## src/rtl/trig_match_pkg.sv

```systemverilog
package trig_match_pkg;

    localparam int RD_BIT      = 0;
    localparam int WR_BIT      = 1;
    localparam int EX_BIT      = 2;
    localparam int PRIV_U_BIT  = 3;
    localparam int PRIV_S_BIT  = 4;
    localparam int PRIV_M_BIT  = 6;
    localparam int SZ_LO_BIT   = 16;
    localparam int SZ_HI_BIT   = 21;
    localparam int WIN_W       = 4;

    typedef enum logic [1:0] {
        ST_IDLE      = 2'd0,
        ST_FETCH_HIT = 2'd1,
        ST_DATA_HIT  = 2'd2
    } match_state_e;

    typedef struct packed {
        logic              active;
        logic              priv_ok;
        logic              rd_en;
        logic              wr_en;
        logic              ex_en;
        logic [WIN_W-1:0]  win_bytes;
    } trig_cfg_t;

endpackage

```

## src/rtl/trig_cfg_decode.sv

```systemverilog
module trig_cfg_decode
    import trig_match_pkg::*;
#(
    parameter int XLEN = 32
) (
    input  logic [XLEN-1:0] ctrl,
    input  logic [1:0]      priv_lvl,
    output trig_cfg_t       cfg
);

    logic       any_priv;
    logic       any_kind;
    logic [3:0] size_code;

    always_comb begin
        any_priv  = ctrl[PRIV_U_BIT] | ctrl[PRIV_S_BIT] | ctrl[PRIV_M_BIT];
        any_kind  = ctrl[RD_BIT] | ctrl[WR_BIT] | ctrl[EX_BIT];
        size_code = {ctrl[SZ_HI_BIT+1:SZ_HI_BIT], ctrl[SZ_LO_BIT+1:SZ_LO_BIT]};

        cfg.active = any_priv & any_kind;
        cfg.rd_en  = ctrl[RD_BIT];
        cfg.wr_en  = ctrl[WR_BIT];
        cfg.ex_en  = ctrl[EX_BIT];

        unique case (priv_lvl)
            2'd0:    cfg.priv_ok = ctrl[PRIV_U_BIT];
            2'd1:    cfg.priv_ok = ctrl[PRIV_S_BIT];
            2'd3:    cfg.priv_ok = ctrl[PRIV_M_BIT];
            default: cfg.priv_ok = 1'b0;
        endcase

        unique case (size_code)
            4'd1:    cfg.win_bytes = WIN_W'(1);
            4'd2:    cfg.win_bytes = WIN_W'(2);
            4'd3:    cfg.win_bytes = WIN_W'(4);
            default: cfg.win_bytes = WIN_W'(8);
        endcase
    end

endmodule

```

## src/rtl/trig_addr_cmp.sv

```systemverilog
module trig_addr_cmp
    import trig_match_pkg::*;
#(
    parameter int XLEN   = 32,
    parameter int BYTE_W = 4
) (
    input  trig_cfg_t       cfg,
    input  logic [XLEN-1:0] base,
    input  logic            fetch_valid,
    input  logic [XLEN-1:0] fetch_pc,
    input  logic            data_valid,
    input  logic            data_write,
    input  logic [XLEN-1:0] data_addr,
    input  logic [BYTE_W-1:0] data_bytes,
    output logic            fetch_hit,
    output logic            data_hit
);

    localparam int EW = XLEN + 1;

    logic [EW-1:0] acc_lo;
    logic [EW-1:0] acc_hi;
    logic [EW-1:0] win_lo;
    logic [EW-1:0] win_hi;
    logic          kind_ok;
    logic          overlap;
    logic          armed;

    always_comb begin
        acc_lo  = {1'b0, data_addr};
        acc_hi  = acc_lo + {{(EW-BYTE_W){1'b0}}, data_bytes};
        win_lo  = {1'b0, base};
        win_hi  = win_lo + {{(EW-WIN_W){1'b0}}, cfg.win_bytes};
        overlap = (acc_lo < win_hi) && (acc_hi > win_lo);
        kind_ok = data_write ? cfg.wr_en : cfg.rd_en;
        armed   = cfg.active & cfg.priv_ok;

        fetch_hit = armed & fetch_valid & cfg.ex_en & (fetch_pc == base);
        data_hit  = armed & data_valid & kind_ok & overlap;
    end

endmodule

```

## src/rtl/trig_first_one.sv

```systemverilog
module trig_first_one #(
    parameter int N = 2
) (
    input  logic [N-1:0] req,
    output logic [N-1:0] pick
);

    genvar i;
    generate
        for (i = 0; i < N; i++) begin : g_pick
            if (i == 0) begin : g_head
                assign pick[i] = req[i];
            end else begin : g_tail
                assign pick[i] = req[i] & ~(|req[i-1:0]);
            end
        end
    endgenerate

endmodule

```

## src/rtl/trig_match_unit.sv

```systemverilog
module trig_match_unit
    import trig_match_pkg::*;
#(
    parameter int XLEN     = 32,
    parameter int NUM_TRIG = 2,
    parameter int BYTE_W   = 4
) (
    input  logic                     clk,
    input  logic                     rst_n,
    input  logic [1:0]               priv_lvl,
    input  logic [NUM_TRIG*XLEN-1:0] trig_ctrl,
    input  logic [NUM_TRIG*XLEN-1:0] trig_base,
    input  logic                     fetch_valid,
    input  logic [XLEN-1:0]          fetch_pc,
    input  logic                     data_valid,
    input  logic                     data_write,
    input  logic [XLEN-1:0]          data_addr,
    input  logic [BYTE_W-1:0]        data_bytes,
    output logic                     hit_valid,
    output logic                     hit_fetch,
    output logic [NUM_TRIG-1:0]      hit_trig
);

    logic [NUM_TRIG-1:0] fetch_vec;
    logic [NUM_TRIG-1:0] data_vec;
    logic [NUM_TRIG-1:0] fetch_pick;
    logic [NUM_TRIG-1:0] data_pick;

    genvar t;
    generate
        for (t = 0; t < NUM_TRIG; t++) begin : g_trig
            trig_cfg_t cfg;

            trig_cfg_decode #(.XLEN(XLEN)) u_dec (
                .ctrl     (trig_ctrl[t*XLEN +: XLEN]),
                .priv_lvl (priv_lvl),
                .cfg      (cfg)
            );

            trig_addr_cmp #(.XLEN(XLEN), .BYTE_W(BYTE_W)) u_cmp (
                .cfg         (cfg),
                .base        (trig_base[t*XLEN +: XLEN]),
                .fetch_valid (fetch_valid),
                .fetch_pc    (fetch_pc),
                .data_valid  (data_valid),
                .data_write  (data_write),
                .data_addr   (data_addr),
                .data_bytes  (data_bytes),
                .fetch_hit   (fetch_vec[t]),
                .data_hit    (data_vec[t])
            );
        end
    endgenerate

    trig_first_one #(.N(NUM_TRIG)) u_pick_fetch (
        .req  (fetch_vec),
        .pick (fetch_pick)
    );

    trig_first_one #(.N(NUM_TRIG)) u_pick_data (
        .req  (data_vec),
        .pick (data_pick)
    );

    match_state_e        state_q;
    match_state_e        state_d;
    logic [NUM_TRIG-1:0] trig_q;
    logic [NUM_TRIG-1:0] trig_d;

    always_comb begin
        if (|fetch_vec) begin
            state_d = ST_FETCH_HIT;
            trig_d  = fetch_pick;
        end else if (|data_vec) begin
            state_d = ST_DATA_HIT;
            trig_d  = data_pick;
        end else begin
            state_d = ST_IDLE;
            trig_d  = '0;
        end
    end

    always_ff @(posedge clk or negedge rst_n) begin
        if (!rst_n) begin
            state_q <= ST_IDLE;
            trig_q  <= '0;
        end else begin
            state_q <= state_d;
            trig_q  <= trig_d;
        end
    end

    always_comb begin
        unique case (state_q)
            ST_FETCH_HIT: begin
                hit_valid = 1'b1;
                hit_fetch = 1'b1;
                hit_trig  = trig_q;
            end
            ST_DATA_HIT: begin
                hit_valid = 1'b1;
                hit_fetch = 1'b0;
                hit_trig  = trig_q;
            end
            default: begin
                hit_valid = 1'b0;
                hit_fetch = 1'b0;
                hit_trig  = '0;
            end
        endcase
    end

endmodule

```

## config.mk

```make
export PLATFORM = sky130hd
export DESIGN_NAME = trig_match_unit
export DESIGN_NICKNAME = d
export VERILOG_FILES = /design/src/rtl/trig_match_pkg.sv /design/src/rtl/trig_cfg_decode.sv /design/src/rtl/trig_addr_cmp.sv /design/src/rtl/trig_first_one.sv /design/src/rtl/trig_match_unit.sv
export SDC_FILE = /design/constraint.sdc
export NUM_CORES = 1
export LEC_CHECK = 0
export CAP_MARGIN = 15
export CORE_MARGIN = 3
export CORE_UTILIZATION = 25
export CTS_CLUSTER_DIAMETER = 100
export DETAILED_ROUTE_END_ITERATION = 8
export PLACE_DENSITY = 0.53
export SLEW_MARGIN = 20
export SYNTH_ARGS = -nofsm -noshare
export SYNTH_HDL_FRONTEND = slang
export SYNTH_SLANG_ARGS = --single-unit
```

## constraint.sdc

```tcl
create_clock -name clk -period 1.3 [get_ports clk]
set_clock_uncertainty 0.2 [all_clocks]
set_input_delay 0.325 -clock clk [delete_from_list [all_inputs] [get_ports clk]]
set_output_delay 0.325 -clock clk [all_outputs]
set_load 0.05 [all_outputs]
```

==> key figures <==
Critical path
  – Startpoint type of the worst setup path: input pin
  – Critical Path Fanout Max: 3
  – Required time at the worst-slack endpoint: 1.20 ns
  – Classification of the worst setup path: in -> reg
  – Crit path arrival time: 4.32 ns
  – Critical path capture point type: flip-flop
  – Worst Setup SP: trig_base[2]

STA
  – Slew @ Worst Pin: 0.635 ns
  – Final critical-path share of the clock period: 339%
  – Number of hold-slack violations in the final timing report: 0
  – Headroom to the max-slew limit: 57.2%
  – RSZ-0062 raised after global routing: true
  – Least setup slack across all paths after layout: -3.11 ns
  – Final max-slew violation count: 0
  – Total negative slack for setup checks: -11.22 ns
  – Setup-failing EPs final: 8
  – Min Clock Period, post-route: 4.41 ns
  – Fmax: 227 MHz

Detailed routing
  – Per-cell via count in the routed design: 4.76
  – Post-route antenna net violation count: 0
  – Pre-Repair DR Iteration Count: 5
  – Wirelength, routed: 28.4 mm
  – Routed length per placed instance: 17.7 um
  – Detailed Route Iter0 Violations: 382
  – Post-route DRC violation count: 0
  – Number of vias in the routed layout: 7619

Worst hold path
  – Hold Crit Class: in -> async

CTS
  – Clock buffers created by TritonCTS: 3
  – Clock tree sinks: 4
  – Number of buffers on the longest clock path: 2
  – CTS clk-pin slew, worst paths: 0.03 ns
  – Clock tree from TritonCTS: done
  – Maximum level of the CTS H-tree: 1
  – Root buffer selected by CTS: clkbuf_16
  – Quantity of hold-fixing buffers added after cts: 0

Synth
  – Gate Count Post-Synth: 792
  – Sequential area share after synthesis: 1.70%
  – Post-synthesis instance area: 5900 um2
  – Register bit total from synthesis: 4
  – Most instantiated flip-flop cell in the synthesis netlist: dfrtp_1
  – Mapped Avg Cell Area: 7.44 um2
  – Count of warnings emitted by yosys: 0
  – Post-synthesis async set-or-reset flop share: 100%
  – Synth unique cells: 59
  – Syn Nets: 1137
  – Post-synth EDFFs: 0

Place
  – Minimum setup slack after placement: -3.97 ns
  – Final weighted congestion in routability-driven placement: 0.933
  – Number of port buffers: 162
  – HPWL after detailed placement: 25.5 mm

Floorplanning
  – Die Footprint: 25500 um2
  – Die height: 160 um
  – Site row count: 55
  – Effective utilization at floorplan: 25.7%
  – Area of the core region: 22900 um2
  – Die X: 160 um
  – Top-level port count: 207

GRT
  – Total global routing track utilization: 21.6%
  – Initial antenna violation count: 0
  – Number of global-route vias before repair: 8055
  – Residual overflow from global routing: 0
  – Pin count of the biggest net entering global routing: 7
  – Global-route wire length before repair: 44.2 mm

Status
  – Outcome: finished with violations
  – Violations in the final reports: negative setup slack

Pwr
  – Power density over the cells: 369 nW/um2
  – Worst vdd rail ir drop: 295 uV
  – Leak: 5.20 nW

Cells and area
  – Fill cell instance count of the final layout: 2299
  – Antenna diodes: 0
  – Layout Nets: 1636
  – Layout cells sized above 1: 34.7%
  – Synthesis-to-finish area growth: 88.3%
  – Final core utilization: 48.4%

Flow run
  – Number of maximum-capacitance constraint violations: 0
metrics by stage:
step                hold slack [ns]  cell area, um2  instances  power [mW]
finish                        0.108           11100       1602        4.10
global route                  0.126           11100       1602        4.44
global placement              0.339           10400       1575        3.39
CTS                           0.110           10800       1594        4.00
floorplan                    -0.171            6000        792        1.44
detailed placement            0.342           10400       1575        3.41
critical path, stage by stage:
cell and delay (ns):
clkdlybuf4s50_1 0.51, ha_1 0.36, a21oi_1 0.11, o21bai_2 0.20, nand2_1 0.17, nor3_2 0.27
nand2_1 0.11, nor3_1 0.30, xnor2_1 0.11, ha_1 0.22, nor3_1 0.17, o21ai_1 0.13
a31o_2 0.28, nor4_4 0.34, o2111ai_2 0.16, or3_4 0.42, o211a_1 0.14
registers in the layout (all words and copies together), names as in the netlist:
name / cells
state_q: 2
trig_q: 2
metal layers:
layer  track usage (%)  wire [um]
met4              3.46        580
met1              28.7      13100
met2              39.6      13800
met5                 0          0
met3             0.806        881
synthesized netlist by cell type (8+ instances only):
master / instances / area [um2]
and3_1: 12 / 75.1
inv_1: 75 / 282
nor3_1: 19 / 95.1
a21oi_1: 49 / 245
nor2_1: 38 / 143
ha_1: 139 / 1740
xor2_1: 54 / 473
nand3_1: 30 / 150
xnor2_1: 100 / 876
o21ai_0: 30 / 150
a21o_1: 13 / 97.6
nor2b_1: 8 / 50.1
nand4_1: 44 / 275
nand2_1: 66 / 248
nor4_1: 24 / 150
how the worst max path moves through the flow:
stage                     depth (start not counted)   endpoint
final                                            17  trig_q[1]
after global routing                             23  trig_q[1]
after CTS                                        23  trig_q[1]
after detailed placement                         22  trig_q[1]
after global placement                           22  trig_q[1]
after floorplan                                  19  trig_q[1]
logic make-up (layout without fill, tap and decap cells):
| group | count (synthesis) | in the layout | synth area share [%] |
|---|---|---|---|
| mux | 4 | 4 | 0.700 |
| buf+inv | 77 | 574 | 5.03 |
| xor+xnor | 154 | 154 | 22.9 |
| flops | 4 | 4 | 1.70 |
| compound gates | 134 | 134 | 14.1 |
| simple gates | 277 | 277 | 25.1 |
| fa+ha+maj | 142 | 142 | 30.5 |
report_power, final:
part | internal [mW] | switching [mW]
combinational | 1.87 | 1.63
sequential | 0.128 | 0.00118
clock | 0.392 | 0.0765
total | 2.39 | 1.71
repair_timing:
action	4_1_cts	5_1_grt
setup endpoints to repair	8	8
setup buffers	18	8
resized for setup	131	45
pin swaps	64	51
endpoints found under the hold margin	0	0
final cells by class:
| cell class | count | area, um2 | area share (%) |
|---|---|---|---|
| Clock buffer | 3 | 75.1 | 0.676 |
| Tap cell | 313 | 392 | 3.53 |
| Sequential cell | 4 | 100 | 0.902 |
| Inverter | 75 | 285 | 2.57 |
| Multi-Input combinational cell | 711 | 6050 | 54.5 |
| Timing Repair Buffer | 496 | 4200 | 37.8 |
cells in the final DEF, fill, tap and decap left out, types with 13 or more instances in the layout:
master	count
buf_4	320
ha_1	128
clkdlybuf4s50_1	120
xnor2_1	98
inv_1	71
nand2_1	61
xor2_1	50
a21oi_1	45
nand4_1	44
nor2_1	34
nand3_1	28
dlygate4sd2_1	25
o21ai_0	19
buf_6	18
nor4_1	14
a21o_1	13
Power figures use the tool's default switching activity.
